`config.mk`:
```
export PLATFORM = sky130hd
export DESIGN_NAME = rstmode_seq
export DESIGN_NICKNAME = d
export VERILOG_FILES = /design/src/rtl/rstmode_pkg.sv /design/src/rtl/rstmode_timer.sv /design/src/rtl/rstmode_sclage.sv /design/src/rtl/rstmode_fsm.sv /design/src/rtl/rstmode_pads.sv /design/src/rtl/rstmode_seq.sv
export SDC_FILE = /design/constraint.sdc
export NUM_CORES = 1
export LEC_CHECK = 0
export BUFFER_PORTS_ARGS = -buffer_cell sky130_fd_sc_hd__clkbuf_2
export CORE_MARGIN = 2
export CORE_UTILIZATION = 37
export DETAILED_ROUTE_END_ITERATION = 10
export PLACE_DENSITY = 0.6
export SETUP_SLACK_MARGIN = 0.2
export SYNTH_ARGS = -nofsm -noshare
export SYNTH_HDL_FRONTEND = slang
export SYNTH_HIERARCHICAL = 1
export SYNTH_SLANG_ARGS = --single-unit
```
`constraint.sdc`:
```
create_clock -name clk_i -period 1.7 [get_ports clk_i]
set_input_delay 0.255 -clock clk_i [delete_from_list [all_inputs] [get_ports clk_i]]
set_output_delay 0.255 -clock clk_i [all_outputs]
set_load 0.02 [all_outputs]
```
`src/rtl/rstmode_pkg.sv`:
```
package rstmode_pkg;

    typedef enum logic [2:0] {
        ST_IDLE,
        ST_SETUP,
        ST_RELEASE,
        ST_HOLD,
        ST_READY
    } seq_state_e;

    typedef struct packed {
        seq_state_e state;
        logic       drv_mode;
        logic       own;
    } seq_regs_t;

    // ceiling of ns * hz / 1e9
    function automatic longint unsigned ns_to_cycles(longint unsigned ns,
                                                     longint unsigned hz);
        return (ns * hz + 64'd999_999_999) / 64'd1_000_000_000;
    endfunction

    function automatic int unsigned max2(int unsigned a, int unsigned b);
        return (a > b) ? a : b;
    endfunction

endpackage

```
`src/rtl/rstmode_timer.sv`:
```
module rstmode_timer #(
    parameter int unsigned W = 8
) (
    input  logic         clk_i,
    input  logic         srst_i,
    input  logic         load_i,
    input  logic [W-1:0] load_val_i,
    output logic         zero_o
);

    typedef struct packed {
        logic [W-1:0] cnt;
    } tmr_regs_t;

    tmr_regs_t tmr_d, tmr_q;

    always_comb begin
        tmr_d = tmr_q;
        if (load_i) begin
            tmr_d.cnt = load_val_i;
        end else if (tmr_q.cnt != '0) begin
            tmr_d.cnt = tmr_q.cnt - W'(1);
        end
    end

    always_ff @(posedge clk_i) begin
        if (srst_i) begin
            tmr_q <= '0;
        end else begin
            tmr_q <= tmr_d;
        end
    end

    assign zero_o = (tmr_q.cnt == '0);

endmodule

```
`src/rtl/rstmode_sclage.sv`:
```
module rstmode_sclage #(
    parameter int unsigned LIMIT = 60,
    localparam int unsigned W    = $clog2(LIMIT + 1)
) (
    input  logic clk_i,
    input  logic srst_i,
    input  logic clear_i,
    input  logic run_i,
    output logic sat_o
);

    typedef struct packed {
        logic [W-1:0] cnt;
    } age_regs_t;

    age_regs_t age_d, age_q;

    always_comb begin
        age_d = age_q;
        if (clear_i) begin
            age_d.cnt = '0;
        end else if (run_i && !sat_o) begin
            age_d.cnt = age_q.cnt + W'(1);
        end
    end

    always_ff @(posedge clk_i) begin
        if (srst_i) begin
            age_q <= '0;
        end else begin
            age_q <= age_d;
        end
    end

    assign sat_o = (age_q.cnt == W'(LIMIT));

endmodule

```
`src/rtl/rstmode_fsm.sv`:
```
module rstmode_fsm
    import rstmode_pkg::*;
#(
    parameter int unsigned CW       = 14,
    parameter int unsigned LOW_WEAK = 10000,
    parameter int unsigned LOW_DRV  = 30,
    parameter int unsigned HOLD     = 3
) (
    input  logic          clk_i,
    input  logic          srst_i,
    input  logic          go_i,
    input  logic          drive_straps_i,
    input  logic          mst_ack_i,
    input  logic          tmr_zero_i,
    input  logic          age_sat_i,
    output seq_state_e    state_o,
    output logic          drv_mode_o,
    output logic          own_o,
    output logic          tmr_load_o,
    output logic [CW-1:0] tmr_val_o,
    output logic          age_clear_o,
    output logic          ready_o
);

    seq_regs_t r_d, r_q;

    always_comb begin
        r_d         = r_q;
        tmr_load_o  = 1'b0;
        tmr_val_o   = '0;
        age_clear_o = 1'b0;
        ready_o     = (r_q.state == ST_READY) && r_q.own && age_sat_i;
        unique case (r_q.state)
            ST_IDLE, ST_READY: begin
                if (go_i) begin
                    r_d.state   = ST_SETUP;
                    r_d.drv_mode = drive_straps_i;
                    r_d.own     = 1'b1;
                    tmr_load_o  = 1'b1;
                    tmr_val_o   = drive_straps_i ? CW'(LOW_DRV - 1) : CW'(LOW_WEAK - 1);
                    age_clear_o = 1'b1;
                end else if (ready_o && mst_ack_i) begin
                    r_d.own = 1'b0;
                end
            end
            ST_SETUP: begin
                if (tmr_zero_i) begin
                    r_d.state = ST_RELEASE;
                end
            end
            ST_RELEASE: begin
                tmr_load_o = 1'b1;
                tmr_val_o  = CW'(HOLD - 1);
                r_d.state  = ST_HOLD;
            end
            ST_HOLD: begin
                if (tmr_zero_i) begin
                    r_d.state = ST_READY;
                end
            end
            default: r_d.state = ST_IDLE;
        endcase
    end

    always_ff @(posedge clk_i) begin
        if (srst_i) begin
            r_q.state    <= ST_IDLE;
            r_q.drv_mode <= 1'b0;
            r_q.own      <= 1'b0;
        end else begin
            r_q <= r_d;
        end
    end

    assign state_o    = r_q.state;
    assign drv_mode_o = r_q.drv_mode;
    assign own_o      = r_q.own;


    mode_latched_chk: assert property (@(posedge clk_i) disable iff (srst_i)
        (r_q.state inside {ST_SETUP, ST_RELEASE, ST_HOLD}) |=> $stable(r_q.drv_mode));


    go_while_busy_chk: assert property (@(posedge clk_i) disable iff (srst_i)
        (go_i && r_q.state == ST_SETUP && !tmr_zero_i) |=> (r_q.state == ST_SETUP));


    srst_idle_chk: assert property (@(posedge clk_i)
        srst_i |=> (r_q.state == ST_IDLE && !r_q.own));

endmodule

```
`src/rtl/rstmode_pads.sv`:
```
module rstmode_pads
    import rstmode_pkg::*;
(
    input  seq_state_e  state_i,
    input  logic        drv_mode_i,
    input  logic        own_i,
    output logic        rst_n_o,
    output logic        busy_o,
    output logic [1:0]  strap_oe_o,
    output logic [1:0]  strap_lvl_o,
    output logic        scl_oe_o,
    output logic        scl_o,
    output logic        sda_oe_o,
    output logic        sda_o
);

    always_comb begin
        rst_n_o     = (state_i == ST_RELEASE) || (state_i == ST_HOLD) || (state_i == ST_READY);
        busy_o      = (state_i == ST_SETUP) || (state_i == ST_RELEASE) || (state_i == ST_HOLD);
        strap_oe_o  = (busy_o && drv_mode_i) ? 2'b11 : 2'b00;
        strap_lvl_o = 2'b01;
        scl_oe_o    = own_i;
        scl_o       = 1'b1;
        sda_oe_o    = own_i;
        sda_o       = 1'b1;
    end

endmodule

```
`src/rtl/rstmode_seq.sv`:
```
module rstmode_seq
    import rstmode_pkg::*;
#(
    parameter int unsigned CLK_HZ          = 100_000_000,
    parameter int unsigned WEAK_SETUP_NS   = 100_000,
    parameter int unsigned DRIVEN_SETUP_NS = 30,
    parameter int unsigned STRAP_HOLD_NS   = 30,
    parameter int unsigned START_GUARD_NS  = 300,
    parameter int unsigned START_SETUP_NS  = 600
) (
    input  logic       clk_i,
    input  logic       srst_i,
    input  logic       go_i,
    input  logic       drive_straps_i,
    input  logic       mst_ack_i,
    output logic       periph_rst_n_o,
    output logic [1:0] strap_oe_o,
    output logic [1:0] strap_lvl_o,
    output logic       scl_oe_o,
    output logic       scl_o,
    output logic       sda_oe_o,
    output logic       sda_o,
    output logic       busy_o,
    output logic       first_start_ok_o
);

    localparam int unsigned WEAK_CYC  = 32'(ns_to_cycles(64'(WEAK_SETUP_NS), 64'(CLK_HZ)));
    localparam int unsigned DRV_CYC   = 32'(ns_to_cycles(64'(DRIVEN_SETUP_NS), 64'(CLK_HZ)));
    localparam int unsigned HOLD_CYC  = 32'(ns_to_cycles(64'(STRAP_HOLD_NS), 64'(CLK_HZ)));
    localparam int unsigned GUARD_CYC = 32'(ns_to_cycles(64'(START_GUARD_NS), 64'(CLK_HZ)));
    localparam int unsigned SUSTA_CYC = 32'(ns_to_cycles(64'(START_SETUP_NS), 64'(CLK_HZ)));
    localparam int unsigned LOW_WEAK  = max2(WEAK_CYC, GUARD_CYC);
    localparam int unsigned LOW_DRV   = max2(DRV_CYC, GUARD_CYC);
    localparam int unsigned CW        = $clog2(max2(max2(LOW_WEAK, LOW_DRV), HOLD_CYC + 2) + 1);

    seq_state_e    state;
    logic          drv_mode;
    logic          own;
    logic          tmr_load;
    logic [CW-1:0] tmr_val;
    logic          tmr_zero;
    logic          age_clear;
    logic          age_sat;

    rstmode_fsm #(
        .CW       (CW),
        .LOW_WEAK (LOW_WEAK),
        .LOW_DRV  (LOW_DRV),
        .HOLD     (HOLD_CYC)
    ) u_fsm (
        .clk_i          (clk_i),
        .srst_i         (srst_i),
        .go_i           (go_i),
        .drive_straps_i (drive_straps_i),
        .mst_ack_i      (mst_ack_i),
        .tmr_zero_i     (tmr_zero),
        .age_sat_i      (age_sat),
        .state_o        (state),
        .drv_mode_o     (drv_mode),
        .own_o          (own),
        .tmr_load_o     (tmr_load),
        .tmr_val_o      (tmr_val),
        .age_clear_o    (age_clear),
        .ready_o        (first_start_ok_o)
    );

    rstmode_timer #(.W(CW)) u_timer (
        .clk_i      (clk_i),
        .srst_i     (srst_i),
        .load_i     (tmr_load),
        .load_val_i (tmr_val),
        .zero_o     (tmr_zero)
    );

    rstmode_sclage #(.LIMIT(SUSTA_CYC)) u_age (
        .clk_i   (clk_i),
        .srst_i  (srst_i),
        .clear_i (age_clear),
        .run_i   (own),
        .sat_o   (age_sat)
    );

    rstmode_pads u_pads (
        .state_i     (state),
        .drv_mode_i  (drv_mode),
        .own_i       (own),
        .rst_n_o     (periph_rst_n_o),
        .busy_o      (busy_o),
        .strap_oe_o  (strap_oe_o),
        .strap_lvl_o (strap_lvl_o),
        .scl_oe_o    (scl_oe_o),
        .scl_o       (scl_o),
        .sda_oe_o    (sda_oe_o),
        .sda_o       (sda_o)
    );

    // Window counters observed by the assertions below
    typedef struct packed {
        logic [CW-1:0] low_run;
        logic [CW-1:0] hold_run;
    } win_regs_t;

    win_regs_t win_d, win_q;

    always_comb begin
        win_d = win_q;
        if (!busy_o) begin
            win_d.low_run = '0;
        end else if (!periph_rst_n_o) begin
            win_d.low_run = win_q.low_run + CW'(1);
        end
        if (!periph_rst_n_o) begin
            win_d.hold_run = '0;
        end else if (strap_oe_o[0]) begin
            win_d.hold_run = win_q.hold_run + CW'(1);
        end
    end

    always_ff @(posedge clk_i) begin
        if (srst_i) begin
            win_q <= '0;
        end else begin
            win_q <= win_d;
        end
    end


    low_width_chk: assert property (@(posedge clk_i) disable iff (srst_i)
        $rose(periph_rst_n_o) |->
            (win_q.low_run == (drv_mode ? CW'(LOW_DRV) : CW'(LOW_WEAK))));


    scl_at_release_chk: assert property (@(posedge clk_i) disable iff (srst_i)
        $rose(periph_rst_n_o) |-> (scl_oe_o && scl_o && sda_oe_o && sda_o));


    strap_hold_chk: assert property (@(posedge clk_i) disable iff (srst_i)
        (periph_rst_n_o && $fell(strap_oe_o[0])) |-> (win_q.hold_run == CW'(HOLD_CYC + 1)));


    ready_age_chk: assert property (@(posedge clk_i) disable iff (srst_i)
        first_start_ok_o |-> (age_sat && periph_rst_n_o && scl_oe_o && !busy_o));


    handoff_chk: assert property (@(posedge clk_i) disable iff (srst_i)
        (first_start_ok_o && mst_ack_i && !go_i) |=>
            (!scl_oe_o && !sda_oe_o && periph_rst_n_o && !first_start_ok_o));

endmodule

```
==> run metrics, run 1 <==
outcome=complete, but fails checks; failing checks=negative setup slack; Post-layout nets=256; met2 wire len=between 2000 and 2500 µm; Synth top cells by count=25 x dfxtp_1, 17 x buf_4, 15 x inv_1, 15 x nand2_1, 12 x nor2_1; post-route antenna net violation count=0; EDFF count, synth=0; sequential share of the synthesized area=0.292; worst min-delay path class=in -> reg; number of global-route vias before repair=1556; Setup WS pre-CTS=-0.00882 ns; Power, Total=3.28 mW; largest net degree at the start of global routing=20; flop and latch count out of synthesis=25; Num CTS Buffers=3; first-pass GRT wire length=around 6800 µm; Fin Clk Skew=0.00958 ns; worst endpoint required time=1.44 ns; unrepaired setup endpoints after global routing=yes; root buf cell=clkbuf_8; Antenna diodes=0; initial antenna violation count=0; TNS Setup=-0.00858 ns; Cell Area, Synth=1720 µm²; fin cells=299; TritonCTS clock tree=built; total track usage=0.166; Mapped Avg Cell Area=8.41 µm²; CP startpoint kind=flop; Tmin final=1.71 ns; Met1 Wirelength=about 1800 µm; setup violators final=1; Final Cycle Share=1.01; Setup CP Type=reg -> out; Post-synth ARST share=0; final worst slack=-0.00858 ns; ys flop type=dfxtp_1; drt first pass iters=4; Fin. Hold Viols=0; worst hold slack=0.254 ns; Post-Syn Instances=slightly above 200; core region area=4410 µm²; uppermost routed layer=met4; dpl hpwl=2560 µm; Die Height=72.1 µm; placed insts=275; clock slew at reported path FFs=~0.10 ns; clk buf depth=2; die area=5200 µm²; DR iter-0 viols=67; Peak VDD IR=0.817 mV; design area=2320 µm²; maxcap violations=0; Synth Warn #=6; drt wl/cell=14.1 µm; CP arrival=1.45 ns; f_max=585 MHz; Power per Cell Area=1410 nW/µm²; via count=about 1600; Area Overhead vs Synth=35.4%; met3 WL=129 µm; IO Pins=16; H-tree Lvls=1; top post-synthesis cells by area=dfxtp_1 29%, buf_4 7.4%, inv_1 3.3%; leakage power=0.923 nW; most frequent cell after synthesis=dfxtp_1; grt total ovfl=0; RD Place Congestion=0.820; clk sinks=25; Util after Layout=0.527; DRC Markers=0; Max Slew Vio Count=0; port buffer count=11; Cell Area, Placed=1890 µm²; clk_lat worst skew=0.28 ns; drt total wl=4210 µm; Synth area leader=dfxtp_1; Worst setup EP type=output port; CTS Hold Bufs=0; layout cell share with drive strength beyond 1=0.486; row cnt=24; Vias/cell=5.45; reg2reg path depth=11; library cells used by synthesis=65; Hold Path Stages=3; crit path max fanout=2; Fill cells=394; Initial Util=0.389; Die Span X=72.1 µm; Yosys top cell area share=0.292
-- final timing paths --
check	from	end	slack (ns)
max	u_age/age_q[0]	first_start_ok_o	-0.009
min	drive_straps_i	u_fsm/drv_mode_o	0.25
max reg2reg	u_age/age_q[0]	u_age/age_q[3]	0.01
min reg2reg	u_fsm/drv_mode_o	u_fsm/drv_mode_o	0.48
-- report_power, final --
group / leakage [nW] / total [mW] / switching [mW] / internal [mW]
clock: 0.0217 / 0.378 / 0.212 / 0.167
sequential: 0.210 / 0.905 / 0.158 / 0.747
combinational: 0.691 / 2.00 / 1.00 / 0.996
-- placed cells by master, fill, tap and decap left out, types with 3 or more instances in the layout --
cell type   n
nand2b_1    5
inv_1       9
or3_1       3
nor2_1     10
dfxtp_2    10
ha_4        3
nor2b_1     3
buf_6       7
nor4_1      3
a221oi_2    3
inv_2       5
or4b_1      3
buf_4      41
nand2_1    13
dfxtp_1    14
and2_4      3
clkbuf_2    7
conb_1      9
o31a_1      3
clkbuf_8    3
o21ai_1     4
mux2i_1     3
nor3_1      7
a21oi_1     9
nand4_1     3
-- repair_timing --
| item | CTS | global route |
|---|---|---|
| buffers inserted | 16 | 4 |
| gates resized for setup | 38 | 25 |
| endpoints found under the setup margin | 18 | 24 |
| pin swaps | 23 | 10 |
-- routing by layer --
| metal | vias up | global-route usage |
|---|---|---|
| met5 | - | 0 |
| met4 | 0 | 0.0671 |
| met3 | 10 | 0.0389 |
| met2 | 32 | 0.298 |
| met1 | 792 | 0.188 |
| li1 | 797 | - |
-- flip-flops by register name, indices dropped and copies added (netlist names) --
| register | cells |
|---|---|
| u_timer/tmr_q | 14 |
| u_fsm/own_o | 1 |
| u_fsm/state_o | 3 |
| u_age/age_q | 6 |
| u_fsm/drv_mode_o | 1 |
-- cell type report --
cell class / instances / area [µm²] / area share
Tap cell: 52 / 65.1 / 0.0280
Clock inverter: 1 / 7.51 / 0.00323
Inverter: 15 / 58.8 / 0.0253
Timing Repair Buffer: 56 / 437 / 0.188
Sequential cell: 25 / 517 / 0.222
Clock buffer: 3 / 41.3 / 0.0178
Multi-Input combinational cell: 147 / 1200 / 0.516
-- worst max-delay path, stage by stage (launching register included) --
cell and delay [ns]:
dfxtp_2 0.34, inv_2 0.07, ha_4 0.16, nand3_4 0.07, inv_2 0.06, and4bb_2 0.23
and2_4 0.14, buf_8 0.10
-- kinds of logic after synthesis --
logic type / after synthesis / synth area share
compound gates: 41 / 0.184
other cells: 3 / 0.00656
simple gates: 87 / 0.321
mux: 4 / 0.0262
buf+inv: 38 / 0.134
flops: 25 / 0.292
fa+ha+maj: 3 / 0.0219
xor+xnor: 3 / 0.0153
(Power assumes the default switching activity.)
==> run 2, diff against run 1 <==
Settings changed: MAX_ROUTING_LAYER from default to met4.
==> run 2 against run 1 <==
Against the previous run:
- the flow still finishes with violations (negative setup slack)
- maximum frequency barely moved
- clock-buffer cell count unchanged
- hold slack better by 0.0068 ns
- register-to-register slack about the same
- non-clock buffer count did not move
- routed wire length rose by 0.26%
- clock skew grew 0.00051 ns
- combinational power about the same
- highest routed layer unchanged
==> run metrics, run 2 (synthesis gave the netlist of run 1 again) <==
Die Height=72.1 µm; post-route antenna net violation count=0; RR Endpoint=u_age/age_q[3]; drt wl/cell=14.1 µm; layout cell share with drive strength beyond 1=0.486; grt total ovfl=0; dpl hpwl=2560 µm; number of global-route vias before repair=1553; unrepaired setup endpoints after global routing=yes; initial antenna violation count=0; RD Place Congestion=0.833; total track usage=0.171; die area=5200 µm²; f_max=585 MHz; DR iter-0 viols=75; largest net degree at the start of global routing=20; row cnt=24; core region area=around 4400 µm²; failing checks=negative setup slack; clk sinks=25; Max Slew Vio Count=0; Final Cycle Share=1.01; clock slew at reported path FFs=0.10 ns; Fin. Hold Viols=0; worst min-delay path class=in -> reg; final worst slack=-0.00921 ns; r2r setup slk=0.01 ns; most frequent cells in the layout=41 x buf_4, 14 x dfxtp_1, 13 x nand2_1, 10 x nor2_1, 10 x dfxtp_2; Power per Cell Area=between 1000 and 1500 nW/µm²; Post-layout nets=256; Fill cells=roughly 400; Setup CP Type=reg -> out; TNS Setup=-0.00921 ns; drt total wl=4220 µm; Util after Layout=0.527; Antenna diodes=0; worst endpoint required time=1.44 ns; Biggest register=u_timer/tmr_q; maxcap violations=0; Worst setup EP type=output port; Largest register FFs=14; Peak VDD IR=0.818 mV; IO Pins=16; Reg2Reg Launch Point=u_age/age_q[0]; DRC Markers=0; clk buf depth=2; Fin Clk Skew=0.0101 ns; CP endpoint=first_start_ok_o; port buffer count=11; root buf cell=clkbuf_8; Tmin final=1.71 ns; CTS Hold Bufs=0; Die Span X=72.1 µm; Num CTS Buffers=3; setup violators final=1; placed insts=275; outcome=complete, but fails checks; leakage power=0.923 nW; reg2reg path depth=11; CP arrival=1.45 ns; clk_lat worst skew=0.28 ns; via count=1629; Initial Util=0.389; H-tree Lvls=1; Worst Setup SP=u_age/age_q[0]; drt first pass iters=4; Area Overhead vs Synth=35.4%; most common cell after layout, fill and taps aside=buf_4; first-pass GRT wire length=6850 µm; crit path max fanout=2; fin cells=299; Vias/cell=5.45; TritonCTS clock tree=built; CP startpoint kind=flop
[run 2: cell counts in the layout (fill, tap and decap cells not counted)]
Identical to the previous run, type by type.
[run 2: cell type report]
class	instances	area (µm²)	area share
clock inverter	1	7.51	0.00323
sequential	25	517	0.222
multi-input combinational	147	1200	0.516
tap	52	65.1	0.0280
timing repair buffer	56	437	0.188
inverter	15	58.8	0.0253
clock buffer	3	41.3	0.0178
[run 2: routing by layer]
layer | global-route usage | wire [µm] | share of wire
met2 | 0.298 | 2130 | 0.51
met4 | 0.0671 | 126 | 0.030
met5 | - | 0 | 0
met1 | 0.188 | 1820 | 0.43
met3 | 0.0389 | 138 | 0.033
[run 2: per-stage QoR]
stage / power, mW / hold WS, ns / cell area, µm² / setup slack, ns
after CTS: 3.09 / 0.245 / 2200 / -0.00886
after global routing: 3.52 / 0.237 / 2320 / -0.0781
after floorplan: 1.95 / 0.324 / 1760 / 0.0601
after detailed placement: 2.39 / 0.463 / 1890 / -0.00882
after global placement: 2.40 / 0.461 / 1890 / 0.0393
final: 3.28 / 0.261 / 2320 / -0.00921
[run 2: what timing repair did]
item / CTS / global route
resized for setup: 38 / 25
endpoints found under the setup margin: 18 / 24
pin swaps: 23 / 10
buffers inserted: 16 / 4
[run 2: critical path, stage by stage, from the launching register on]
cell and delay (ns):
dfxtp_2 0.34, inv_2 0.07, ha_4 0.16, nand3_4 0.07
inv_2 0.06, and4bb_2 0.23, and2_4 0.14, buf_8 0.10
[run 2: worst min-delay path by stage]
stage / startpoint / endpoint / slack (ns) / cells past startpoint
2_1_floorplan: srst_i / u_age/age_q[4] / 0.32 / 1
3_3_place_gp: u_fsm/drv_mode_o / u_fsm/drv_mode_o / 0.46 / 2
3_5_place_dp: u_fsm/drv_mode_o / u_fsm/drv_mode_o / 0.46 / 2
4_1_cts: drive_straps_i / u_fsm/drv_mode_o / 0.25 / 3
5_1_grt: drive_straps_i / u_fsm/drv_mode_o / 0.24 / 3
6_report: drive_straps_i / u_fsm/drv_mode_o / 0.26 / 3
[run 2: report_power, final]
| part | internal, mW | switching (mW) | leakage (nW) |
|---|---|---|---|
| Clock | 0.167 | 0.212 | 0.0217 |
| Sequential | 0.747 | 0.158 | 0.210 |
| Combinational | 0.996 | 1.00 | 0.691 |
==> run 3, diff against run 2 <==
Settings changed: GPL_TIMING_DRIVEN from default to 0.
==> run 3 against run 2 <==
Against the previous run:
- the run still ends with negative setup slack left
- maximum frequency down 2.6%
- setup slack worse by 0.045 ns
- routed wire length up 2.1%
- non-clock buffer count up 9
- sequential power up 10%
- power up 2.0%
- via count down 1.5%
- first-iteration DRC count down 33%
- final cell count up 3.0%
- critical endpoint is now u_timer/tmr_q[8]
==> run metrics, run 3 (synthesis gave the netlist of run 1 again) <==
Power per Cell Area=1380 nW/µm²; CTS Hold Bufs=0; Num CTS Buffers=3; most common cell after layout, fill and taps aside=buf_4; core region area=4410 µm²; clk_lat worst skew=0.27 ns; design area=2430 µm²; first-pass GRT wire length=7200 µm; Post-layout nets=265; crit path max fanout=4; largest net degree at the start of global routing=18; unrepaired setup endpoints after global routing=yes; Die Span X=just over 70 µm; Worst setup EP type=flop; IO Pins=16; Antenna diodes=0; worst endpoint required time=between 1.5 and 2 ns; CP max stage delay=0.37 ns; Worst Setup SP=u_timer/tmr_q[1]; port buffer count=11; RD Place Congestion=0.847; Tmin final=1.75 ns; Setup WS pre-CTS=-0.212 ns; DRC Markers=0; post-route antenna net violation count=0; clk sinks=25; Power, Total=3.35 mW; Area Overhead vs Synth=41.3%; Initial Util=0.389; DR iter-0 viols=50; worst min-delay path class=in -> reg; Peak VDD IR=0.905 mV; CP max stage cell=dfxtp_4; CP startpoint kind=flop; Max Slew Vio Count=0; layout cell share with drive strength beyond 1=0.492; root buf cell=clkbuf_8; final worst slack=-0.0547 ns; CP arrival=1.95 ns; Largest register FFs=14; Fin Clk Skew=~0.0043 ns; Fill cells=412; Vias/cell=5.21; Sequential cell area=524 µm²; maxcap violations=0; Die Height=72.1 µm; dpl hpwl=between 2000 and 2500 µm; Cell Area, Placed=1880 µm²; clk buf depth=2; TritonCTS clock tree=built; multi-input logic area=1180 µm²; Reg2Reg Launch Point=u_timer/tmr_q[1]; CP cell instances=inv_2, ha_4, nor4b_4, nand4_1, buf_4, buf_4, buf_4, or3b_1, a221oi_2; die area=5200 µm²; drt total wl=between 4000 and 5000 µm; initial antenna violation count=0; Fin. Hold Viols=0; most frequent cells in the layout=42 x buf_4, 14 x dfxtp_1, 13 x nand2_1, 10 x nor2_1; outcome=complete, but fails checks; slew of the pin with the lowest slew margin=0.495 ns; drt wl/cell=14.0 µm; failing checks=negative setup slack; f_max=570 MHz; row cnt=24; setup violators final=7; drt first pass iters=4; Crit path top cell by count=buf_4; r2r setup slk=-0.05 ns; Final Cycle Share=1.03; grt total ovfl=0; H-tree Lvls=1; Util after Layout=0.550; via count=1605; number of global-route vias before repair=1545; leakage power=0.989 nW; Biggest register=u_timer/tmr_q; Setup CP Type=reg -> reg; TNS Setup=-0.204 ns; clock slew at reported path FFs=0.10 ns; relative slew slack=0.669; total track usage=0.176; RR Endpoint=u_timer/tmr_q[8]; reg2reg path depth=9; CP endpoint=u_timer/tmr_q[8]
[run 3: cell type report]
class                      count  share of cell area
multi-input combinational    147               0.487
clock inverter                 1             0.00309
clock buffer                   3              0.0170
sequential                    25               0.216
buffer                        23              0.0753
tap                           52              0.0268
timing repair buffer          42               0.143
inverter                      15              0.0315
[run 3: per-layer routing]
metal,vias up,track usage,wire length (µm)
met4,0,0.0314,46
met3,4,0.0292,143
met1,759,0.222,1890
met5,-,-,0
li1,816,-,-
met2,26,0.300,2230
[run 3: worst max-delay path: cells and delay by family (launching register included)]
family	cells	cell delay, ns
AND/OR/NAND/NOR	3	0.63
flip-flops	1	0.37
buffers and inverters	4	0.33
AO/OA/AOI/OAI	1	0.21
adder cells (fa/ha/maj)	1	0.15
[run 3: worst min path at each step]
stage / start / to / slack, ns / depth (start not counted)
after floorplan: srst_i / u_age/age_q[4] / 0.32 / 1
after global placement: u_fsm/drv_mode_o / u_fsm/drv_mode_o / 0.46 / 2
after detailed placement: u_fsm/drv_mode_o / u_fsm/drv_mode_o / 0.46 / 2
after CTS: drive_straps_i / u_fsm/drv_mode_o / 0.26 / 3
after global routing: drive_straps_i / u_fsm/drv_mode_o / 0.28 / 3
final: mst_ack_i / u_fsm/own_o / 0.29 / 3
[run 3: timing repair]
action,in CTS,in global routing
buffers inserted,24,7
gates cloned,0,0
pin swaps,14,11
endpoints found under the setup margin,20,27
resized for setup,41,33
[run 3: stage by stage]
stage | std cells | hold WS [ns]
3_3_place_gp | 273 | 0.465
6_report | 308 | 0.286
5_1_grt | 308 | 0.279
3_5_place_dp | 273 | 0.463
2_1_floorplan | 210 | 0.324
4_1_cts | 301 | 0.261
[run 3: report_power, final]
| part | leakage [nW] | internal (mW) | switching, mW |
|---|---|---|---|
| clock network | 0.0217 | 0.166 | 0.208 |
| registers | 0.211 | 0.752 | 0.247 |
| logic | 0.757 | 1.04 | 0.935 |
| total | 0.989 | 1.96 | 1.39 |
